File: config.mk
export PLATFORM = sky130hd
export DESIGN_NAME = ddr2_cmd_monitor
export DESIGN_NICKNAME = d
export VERILOG_FILES = /design/src/rtl/ddr2_mon_pkg.sv /design/src/rtl/ddr2_cmd_decode.sv /design/src/rtl/ddr2_cke_guard.sv /design/src/rtl/ddr2_win_timer.sv /design/src/rtl/ddr2_cmd_monitor.sv
export SDC_FILE = /design/constraint.sdc
export NUM_CORES = 1
export LEC_CHECK = 0
export ABC_AREA = 1
export CAP_MARGIN = 10
export CELL_PAD_IN_SITES_DETAIL_PLACEMENT = 1
export CELL_PAD_IN_SITES_GLOBAL_PLACEMENT = 1
export CORE_ASPECT_RATIO = 0.8
export CORE_MARGIN = 1
export CORE_UTILIZATION = 44
export CTS_CLUSTER_SIZE = 8
export DETAILED_ROUTE_END_ITERATION = 12
export PLACE_DENSITY_LB_ADDON = 0.25
export REMOVE_ABC_BUFFERS = 1
export SLEW_MARGIN = 20
export SYNTH_ARGS = -nofsm -noshare
export SYNTH_HDL_FRONTEND = slang
export SYNTH_HIERARCHICAL = 1
export SYNTH_SLANG_ARGS = --single-unit
File: constraint.sdc
create_clock -name clk -period 3.3 [get_ports clk]
set_clock_uncertainty 0.15 [all_clocks]
set_input_delay 0.66 -clock clk [delete_from_list [all_inputs] [get_ports clk]]
set_output_delay 0.66 -clock clk [all_outputs]
set_load 0.01 [all_outputs]
File: src/rtl/ddr2_mon_pkg.sv
package ddr2_mon_pkg;

    localparam int NUM_BANKS = 4;
    localparam int BA_W      = 2;

    typedef enum logic [4:0] {
        CMD_DESEL   = 5'd0,
        CMD_NOP     = 5'd1,
        CMD_MRS     = 5'd2,
        CMD_EMRS    = 5'd3,
        CMD_REF     = 5'd4,
        CMD_SRE     = 5'd5,
        CMD_SRX     = 5'd6,
        CMD_ACT     = 5'd7,
        CMD_RD      = 5'd8,
        CMD_RDA     = 5'd9,
        CMD_WR      = 5'd10,
        CMD_WRA     = 5'd11,
        CMD_PRE     = 5'd12,
        CMD_PREA    = 5'd13,
        CMD_PDE     = 5'd14,
        CMD_PDX     = 5'd15,
        CMD_CKE_LOW = 5'd16,
        CMD_ILLEGAL = 5'd17
    } cmd_e;

    typedef enum logic [3:0] {
        VIO_NONE       = 4'd0,
        VIO_MRS_OPEN   = 4'd1,
        VIO_SRE_OPEN   = 4'd2,
        VIO_ENTRY_BUSY = 4'd3,
        VIO_EXIT_WIN   = 4'd4,
        VIO_READ_EARLY = 4'd5,
        VIO_BURST_CUT  = 4'd6,
        VIO_CKE_WIDTH  = 4'd7,
        VIO_ILLEGAL    = 4'd8
    } vio_e;

    typedef enum logic [1:0] {
        PWR_ON   = 2'd0,
        PWR_DOWN = 2'd1,
        PWR_SELF = 2'd2
    } pwr_e;

    typedef struct packed {
        pwr_e                 pwr;
        logic [NUM_BANKS-1:0] open;
        cmd_e                 cmd;
        vio_e                 vio;
    } mon_state_t;

endpackage

File: src/rtl/ddr2_cmd_decode.sv
module ddr2_cmd_decode
    import ddr2_mon_pkg::*;
(
    input  logic            cke_prev,
    input  logic            cke,
    input  logic            cs_n,
    input  logic            ras_n,
    input  logic            cas_n,
    input  logic            we_n,
    input  logic [BA_W-1:0] ba,
    input  logic            a10,
    input  logic            in_self,
    output cmd_e            cmd
);

    logic [2:0] strobes;
    logic       quiet;

    assign strobes = {ras_n, cas_n, we_n};
    assign quiet   = cs_n || (strobes == 3'b111);

    always_comb begin
        cmd = CMD_ILLEGAL;
        case ({cke_prev, cke})
            2'b11: begin
                if (cs_n) begin
                    cmd = CMD_DESEL;
                end else begin
                    case (strobes)
                        3'b111: cmd = CMD_NOP;
                        3'b000: begin
                            if (ba == 2'b00)      cmd = CMD_MRS;
                            else if (ba == 2'b01) cmd = CMD_EMRS;
                            else                  cmd = CMD_ILLEGAL;
                        end
                        3'b001: cmd = CMD_REF;
                        3'b011: cmd = CMD_ACT;
                        3'b101: cmd = a10 ? CMD_RDA  : CMD_RD;
                        3'b100: cmd = a10 ? CMD_WRA  : CMD_WR;
                        3'b010: cmd = a10 ? CMD_PREA : CMD_PRE;
                        default: cmd = CMD_ILLEGAL;
                    endcase
                end
            end
            2'b10: begin
                if (!cs_n && strobes == 3'b001) cmd = CMD_SRE;
                else if (quiet)                 cmd = CMD_PDE;
                else                            cmd = CMD_ILLEGAL;
            end
            2'b01: begin
                if (quiet) cmd = in_self ? CMD_SRX : CMD_PDX;
                else       cmd = CMD_ILLEGAL;
            end
            default: cmd = CMD_CKE_LOW;
        endcase
    end

endmodule

File: src/rtl/ddr2_cke_guard.sv
module ddr2_cke_guard #(
    parameter int TCKE = 3
) (
    input  logic clk,
    input  logic rst_n,
    input  logic cke,
    output logic cke_prev,
    output logic short_hold
);

    localparam int RUN_W = (TCKE > 1) ? $clog2(TCKE + 1) : 1;
    localparam logic [RUN_W-1:0] RUN_MAX = RUN_W'(TCKE);

    typedef struct packed {
        logic             lvl;
        logic [RUN_W-1:0] run;
    } guard_t;

    guard_t g_d, g_q;
    logic   toggle;

    always_comb begin
        toggle   = (cke != g_q.lvl);
        g_d      = g_q;
        g_d.lvl  = cke;
        if (toggle) begin
            g_d.run = RUN_W'(1);
        end else if (g_q.run != RUN_MAX) begin
            g_d.run = g_q.run + RUN_W'(1);
        end
    end

    always_ff @(posedge clk or negedge rst_n) begin
        if (!rst_n) begin
            g_q.lvl <= 1'b1;
            g_q.run <= RUN_MAX;
        end else begin
            g_q <= g_d;
        end
    end

    assign cke_prev   = g_q.lvl;
    assign short_hold = toggle && (g_q.run < RUN_MAX);

endmodule

File: src/rtl/ddr2_win_timer.sv
module ddr2_win_timer #(
    parameter int LEN = 2
) (
    input  logic clk,
    input  logic rst_n,
    input  logic start,
    output logic active
);

    localparam int CNT_W = (LEN > 1) ? $clog2(LEN) : 1;
    localparam logic [CNT_W-1:0] LOAD = CNT_W'(LEN - 1);

    logic [CNT_W-1:0] cnt_d, cnt_q;

    always_comb begin
        cnt_d = cnt_q;
        if (start) begin
            cnt_d = LOAD;
        end else if (cnt_q != '0) begin
            cnt_d = cnt_q - CNT_W'(1);
        end
    end

    always_ff @(posedge clk or negedge rst_n) begin
        if (!rst_n) cnt_q <= '0;
        else        cnt_q <= cnt_d;
    end

    assign active = (cnt_q != '0);

endmodule

File: src/rtl/ddr2_cmd_monitor.sv
module ddr2_cmd_monitor
    import ddr2_mon_pkg::*;
#(
    parameter int TXSNR     = 16,
    parameter int TXSRD     = 200,
    parameter int TCKE      = 3,
    parameter int BURST_CYC = 2,
    parameter int TBUSY     = 2
) (
    input  logic       clk,
    input  logic       rst_n,
    input  logic       cke,
    input  logic       cs_n,
    input  logic       ras_n,
    input  logic       cas_n,
    input  logic       we_n,
    input  logic [1:0] ba,
    input  logic       a10,
    output logic [4:0] cmd_o,
    output logic [3:0] bank_open_o,
    output logic       viol_o,
    output logic [3:0] viol_code_o
);

    mon_state_t s_d, s_q;

    cmd_e cmd;
    logic cke_prev;
    logic cke_short;
    logic xsnr_act, xsrd_act, burst_act, busy_act;
    logic is_col, is_entry, is_quiet, is_mode, sets_busy, self_exit;

    ddr2_cke_guard #(.TCKE(TCKE)) u_guard (
        .clk        (clk),
        .rst_n      (rst_n),
        .cke        (cke),
        .cke_prev   (cke_prev),
        .short_hold (cke_short)
    );

    ddr2_cmd_decode u_decode (
        .cke_prev (cke_prev),
        .cke      (cke),
        .cs_n     (cs_n),
        .ras_n    (ras_n),
        .cas_n    (cas_n),
        .we_n     (we_n),
        .ba       (ba),
        .a10      (a10),
        .in_self  (s_q.pwr == PWR_SELF),
        .cmd      (cmd)
    );

    assign is_col    = (cmd == CMD_RD) || (cmd == CMD_RDA) ||
                       (cmd == CMD_WR) || (cmd == CMD_WRA);
    assign is_entry  = (cmd == CMD_SRE) || (cmd == CMD_PDE);
    assign is_quiet  = (cmd == CMD_DESEL) || (cmd == CMD_NOP);
    assign is_mode   = (cmd == CMD_MRS) || (cmd == CMD_EMRS);
    assign sets_busy = is_mode || (cmd == CMD_PRE) || (cmd == CMD_PREA);
    assign self_exit = !cke_prev && cke && (s_q.pwr == PWR_SELF);

    ddr2_win_timer #(.LEN(TXSNR)) u_xsnr (
        .clk (clk), .rst_n (rst_n), .start (self_exit), .active (xsnr_act)
    );

    ddr2_win_timer #(.LEN(TXSRD)) u_xsrd (
        .clk (clk), .rst_n (rst_n), .start (self_exit), .active (xsrd_act)
    );

    ddr2_win_timer #(.LEN(BURST_CYC)) u_burst (
        .clk (clk), .rst_n (rst_n), .start (is_col), .active (burst_act)
    );

    ddr2_win_timer #(.LEN(TBUSY)) u_busy (
        .clk (clk), .rst_n (rst_n), .start (sets_busy), .active (busy_act)
    );

    always_comb begin
        s_d     = s_q;
        s_d.cmd = cmd;

        // ranked rule check, highest first
        if (cke_short) begin
            s_d.vio = VIO_CKE_WIDTH;
        end else if (cmd == CMD_ILLEGAL) begin
            s_d.vio = VIO_ILLEGAL;
        end else if (xsnr_act && !is_quiet) begin
            s_d.vio = VIO_EXIT_WIN;
        end else if (xsrd_act && (cmd == CMD_RD || cmd == CMD_RDA)) begin
            s_d.vio = VIO_READ_EARLY;
        end else if (burst_act && is_col) begin
            s_d.vio = VIO_BURST_CUT;
        end else if (is_mode && (s_q.open != '0)) begin
            s_d.vio = VIO_MRS_OPEN;
        end else if ((cmd == CMD_SRE) && (s_q.open != '0)) begin
            s_d.vio = VIO_SRE_OPEN;
        end else if (is_entry && (burst_act || busy_act)) begin
            s_d.vio = VIO_ENTRY_BUSY;
        end else begin
            s_d.vio = VIO_NONE;
        end

        // bank rows
        case (cmd)
            CMD_ACT:                   s_d.open[ba] = 1'b1;
            CMD_PRE, CMD_RDA, CMD_WRA: s_d.open[ba] = 1'b0;
            CMD_PREA:                  s_d.open     = '0;
            default: ;
        endcase

        // power state follows the clock-enable edges
        if (cke_prev && !cke) begin
            s_d.pwr = (cmd == CMD_SRE) ? PWR_SELF : PWR_DOWN;
        end else if (!cke_prev && cke) begin
            s_d.pwr = PWR_ON;
        end
    end

    always_ff @(posedge clk or negedge rst_n) begin
        if (!rst_n) begin
            s_q.pwr  <= PWR_ON;
            s_q.open <= '0;
            s_q.cmd  <= CMD_DESEL;
            s_q.vio  <= VIO_NONE;
        end else begin
            s_q <= s_d;
        end
    end

    assign cmd_o       = s_q.cmd;
    assign bank_open_o = s_q.open;
    assign viol_code_o = s_q.vio;
    assign viol_o      = (s_q.vio != VIO_NONE);

endmodule

# After elaboration in Yosys (flattened, before gate mapping)
# Cells that the tools add are included.
# classes
addsub	5
multipliers	0
n_div	0
order_cmp	3
eq_ne	26
shift	0
mux	36
n_bitwise	3
reduce_logical	39
# op_table
op	count
5-bit by 4-bit equality test with 1-bit output, second input constant	7
5-bit case mux with 7 select lines	1
5-bit 2-to-1 mux	6
4-bit 2-to-1 mux	5
2-bit 2-to-1 mux	8
8-bit 2-to-1 mux	2
5-bit case mux with 3 select lines	1
1-bit logical AND	12
4-bit case mux with 3 select lines	1
4-bit nonzero test	3
5-bit by 2-bit equality test with 1-bit output, second input constant	2
5-bit by 3-bit equality test with 1-bit output, second input constant	2
1-bit logical OR	10
3-bit equality test, second input constant	3
3-bit 2-to-1 mux	3
1-bit 2-to-1 mux	8
2-bit nonzero test	4
8-bit nonzero test	1
8-bit by 1-bit subtractor with 8-bit output, second input constant	1
2-bit equality test, second input constant	3
3-bit by 2-bit equality test with 1-bit output, second input constant	2
5-bit by 1-bit equality test with 1-bit output, second input constant	1
5-bit equality test, second input constant	1
5-bit logical NOT	1
other kinds (19)	24
# word_totals
ff_bits	32
latch_bits	0
ramBits	0
mem_bits_ro	0
elab_cells	122
memories	0

# Longest topological paths before layout
# depth
depth_word	17
mapped_depth	14
mapped_depth_nobuf	14

# Cells and area by module
# Netlist, hierarchy kept.
# modules_own_cells
mod	n_inst	cells_each	area_per_inst_um2	seq_area_each_um2
ddr2_cmd_monitor	1	111	909.6	375.4
ddr2_win_timer (u_xsrd)	1	62	505.5	200.2
ddr2_win_timer (u_xsnr)	1	28	237.7	100.1
ddr2_cmd_decode	1	50	236.5	0.0
ddr2_cke_guard	1	21	155.1	78.8
ddr2_win_timer (u_burst ...)	2	1	25.0	25.0

# Least setup slack after synthesis
# OpenSTA, ideal clock, no wires.
# synth_timing
path_kind	input-to-reg
startpoint	in we_n
endpoint	reg s_q, in the netlist bank_open_o[3]
arrival_ns	1.828
setup_slack_ns	1.239
cell_stages	10
path_cell_list	nand3_1 > nand2_2 > inv_2 > nand3_1 > nand3_1 > nor3_4 > nand2_2 > nand3_2 > nand2_1 > a22oi_2
# synth_between
elab_chain_len	8
word_cells_on_any_way	23
# synth_lines
element	line	rtl
from (decl)	ddr2_cmd_monitor.sv:16	input logic we_n,
branches (longest 4 deep; another with 5-bit case mux with 7 select lines)	n/a	
5-bit case mux with 3 select lines (*)	ddr2_cmd_decode.sv:24	case ({cke_prev, cke})
via cmd[4]	ddr2_cmd_monitor.sv:27	cmd_e cmd;
5-bit by 4-bit equality test with 1-bit output	ddr2_cmd_monitor.sv:104	case (cmd)
3-bit OR reduction	ddr2_cmd_monitor.sv:104	
4-bit case mux with 3 select lines or 3-bit nonzero test (tied branches)	n/a	
to (decl)	ddr2_cmd_monitor.sv:25	mon_state_t s_d, s_q;
# Mark *: on every way through the listed nets, which the timed path passes.
# A chain may end at the register's enable or synchronous reset.

==> results.md <==
* Crit path max fanout at 9
* Initial DRC count at 93
* Post-synth EDFFs at 0
* Slew Limit Fails at 0
* Sw frac at 0.4002
* Largest family of logic cells by synthesized area: simple AND/OR/NAND/NOR gates
* Mapped cell area at 2095 um^2
* Ys Warns at 6
* IO Pins at 24
* Total wire length at 4908 um
* Sw power at 665.1 uW
* Row count at 22
* Clock network power share at 0.193
* Largest net degree at the start of global routing at 33
* Worst hold stages at 2
* Main synth FF type: dfrtp_1
* Synth Area per Inst at 7.644 um^2
* TritonRoute pass-1 iters at 4
* Total gr overflow at 0
* Max clock buf depth at 2
* Nature of the critical path startpoint: input pin
* LEAKAGE at 0.001254 uW
* P_int at 996.7 uW
* Gate power share at 0.422
* Critical R2R Launch: u_guard/cke_prev
* Flop2flop setup slack at 940 ps
* Hold_sp: u_xsrd/cnt_q[0]
* H-tree depth at 2
* Root Buffer Master: clkbuf_8
* Hold Buf Count CTS at 0
* Final period util at 0.8485
* Post-route setup slack at 500.0 ps
* Synth Area in Compound Gates at 0.07885
* Total power at 1662 uW
* CTS sink count at 32
* Core Area at 4569 um^2
* Post-route cell area at 2400 um^2
* WHS Endpoint: u_xsrd/cnt_q[0]
* Ys async rst share at 1.000
* Post-synthesis sequential area ratio at 0.3841
* Gr usage total at 0.2278
* Final layout net count at 309
* Worst EP required at 3380 ps
* Max VDD drop at 0.0003370 V
* Initial antenna violation count at 0
* Register bit total from synthesis at 32
* Max Fclk at 357.1 MHz
* Layout cells sized above 1 at 0.1604
* Post-Synth Adder-Cell Area at 0.04182
* Post-DP Area at 2310 um^2
* CTS clk-pin slew, worst paths at 60 ps
* Drt via density at 5.088
* Setup_tns at 0 ps
* Crit path capture type: register
* Post-synthesis mux area share at 0
* Max_slew headroom at 0.7145
* Vias in the first global route at 1,942
* Seq pwr share at 0.385
* Num CTS Buffers at 5
* Die Wd at 79.14 um
* N_diodes at 0
* Post-Synthesis Cells at 274
* CP arrival at 2880 ps
* Fin. Hold Viols at 0
* Final setup fails at 0
* Vert. Die Dim at 63.71 um
* Max-cap check violation count at 0
* Worst r2r path cells at 12
* Postcts setup bufs at 0
* Clock Latency Late Sink at 290 ps
* Starting density of the core at 0.4584
* Routed wire length per instance at 13.90 um
* RSZ-0062 raised after global routing: no
* Critical path class: in -> reg
* Synth-to-layout area growth at 14.58%
* DRC errors left at 0
* First-pass GRT wire length at 8763 um
* Worst hold path class: reg -> reg
* Worst r2r dst: bank_open_o[0]
* Vias at 1,796
* Status: complete, no violations
* Post-CTS Resized at 0
* Cell variety after synth at 33
* Min Tclk post-route at 2800 ps
* IO buf count at 23
* Post-route ant nets at 0
* CTS tree: yes
* Post-Synth Simple-Gate Area at 0.3453
* Xor-xnor portion of the synthesized cell area at 0.008363
* Dpl ws at 241.2 ps
* Die ar. at 5042 um^2
* Detailed placement HPWL at 3766 um
* Final GP Congestion at 0.8364
* Worst-margin pin slew at 428.3 ps
* PD cells at 692.5 nW/um^2
[cells in the mapped netlist (3+ instances only)]
cell type,n,share of area
nand2_1,60,0.11
buf_4,13,0.047
nand4_1,6,0.018
nor2_2,5,0.015
nand2_2,5,0.015
nor2_1,22,0.039
o21ai_0,6,0.014
a22oi_2,4,0.024
ha_1,7,0.042
inv_1,42,0.075
nand3_1,33,0.079
dfrtp_1,29,0.35
inv_2,11,0.020
o22ai_1,6,0.018
dfstp_2,3,0.038
[critical path, stage by stage]
cell	delay, ps
clkdlybuf4s50_1	670
inv_2	80
nor3_4	260
nand3_1	120
nand3_1	280
inv_1	110
nor2_1	160
nand3_1	130
nand2_1	120
nand3_1	80
nand3_1	80
nand2_1	50
nand2_1	60
[cell families (layout without fill, tap and decap cells)]
logic type	after synthesis	after routing
DFF	32	32
xor gates and xnor gates	2	2
and+or+nand+nor	145	145
adders and majority gates	7	7
buffers and inverters	66	85
AOI/OAI and AO/OA	22	22
[registers in the layout, indices dropped and copies added, names as in the netlist]
signal	count
u_guard/cke_prev	1
u_busy/active	1
cmd_o	5
u_xsrd/cnt_q	8
s_q	2
bank_open_o	4
u_xsnr/cnt_q	4
u_burst/active	1
u_guard/g_q	2
viol_code_o	4
[worst max-delay path by stage]
stage          from              to  depth (start not counted)
2_1_floorplan  we_n  bank_open_o[3]                         10
3_3_place_gp    cke  viol_code_o[1]                         13
3_5_place_dp    cke  viol_code_o[1]                         13
4_1_cts         cke  viol_code_o[0]                         13
5_1_grt         cke  viol_code_o[0]                         13
6_report        cke  viol_code_o[0]                         13
[layer usage]
metal / track usage / wire (um) / share of wire
met1: 0.3045 / 2449 / 0.50
met2: 0.3642 / 2258 / 0.46
met3: 0.04783 / 130 / 0.026
met4: 0.07727 / 70 / 0.014
met5: 0 / 0 / 0
[cell usage in the layout, fill, tap and decap left out]
cell | synthesis | layout
nand3_2 | 1 | 1
nor2_2 | 5 | 5
clkdlybuf4s50_1 | 0 | 23
o21ai_2 | 1 | 1
nand2_4 | 2 | 2
ha_1 | 7 | 7
nand2_2 | 5 | 5
a21o_1 | 1 | 1
xor2_1 | 1 | 1
nand3_1 | 33 | 33
a22oi_2 | 4 | 4
o22ai_1 | 6 | 6
nor3_1 | 2 | 2
nand4_1 | 6 | 6
o21ai_1 | 1 | 1
a41oi_1 | 1 | 1
nor2_4 | 1 | 1
inv_2 | 11 | 11
nand2_1 | 60 | 60
clkbuf_8 | 0 | 6
o211ai_2 | 1 | 1
buf_4 | 13 | 1
or2_2 | 2 | 2
nor2_1 | 22 | 22
nor3_4 | 2 | 2
nor2_8 | 1 | 1
clkbuf_1 | 0 | 2
inv_1 | 42 | 42
nand3_4 | 1 | 1
xnor2_1 | 1 | 1
o21ai_0 | 6 | 6
or4_1 | 1 | 1
a21oi_1 | 1 | 1
dfrtp_1 | 29 | 29
dfstp_2 | 3 | 3
and3_1 | 1 | 1
[power groups by stage]
| stage | Clock [uW] | Sequential (uW) | Combinational (uW) |
|---|---|---|---|
| after floorplan | 0 | 640 | 472 |
| after global placement | 0 | 638 | 672 |
| after detailed placement | 0 | 643 | 707 |
| after CTS | 327 | 641 | 712 |
| after global routing | 344 | 656 | 800 |
| final | 321 | 640 | 701 |
[layout make-up]
cell class	count	area (um^2)
Inverter	53	198.9
Tap cell	60	75.07
Clock buffer	8	90.09
Fill cell	581	2170
Multi-Input combinational cell	176	993.5
Sequential cell	32	804.5
Timing Repair Buffer	24	237.7
[stage by stage]
step                      hold slack [ps]  instances  utilization
after floorplan                     214.4        261            -
after global placement              332.4        345       0.5055
after detailed placement            344.6        345       0.5055
after CTS                           361.0        353       0.5252
after global routing                409.7        353       0.5252
final                               356.6        353       0.5252
Power figures use the tool's default switching activity.
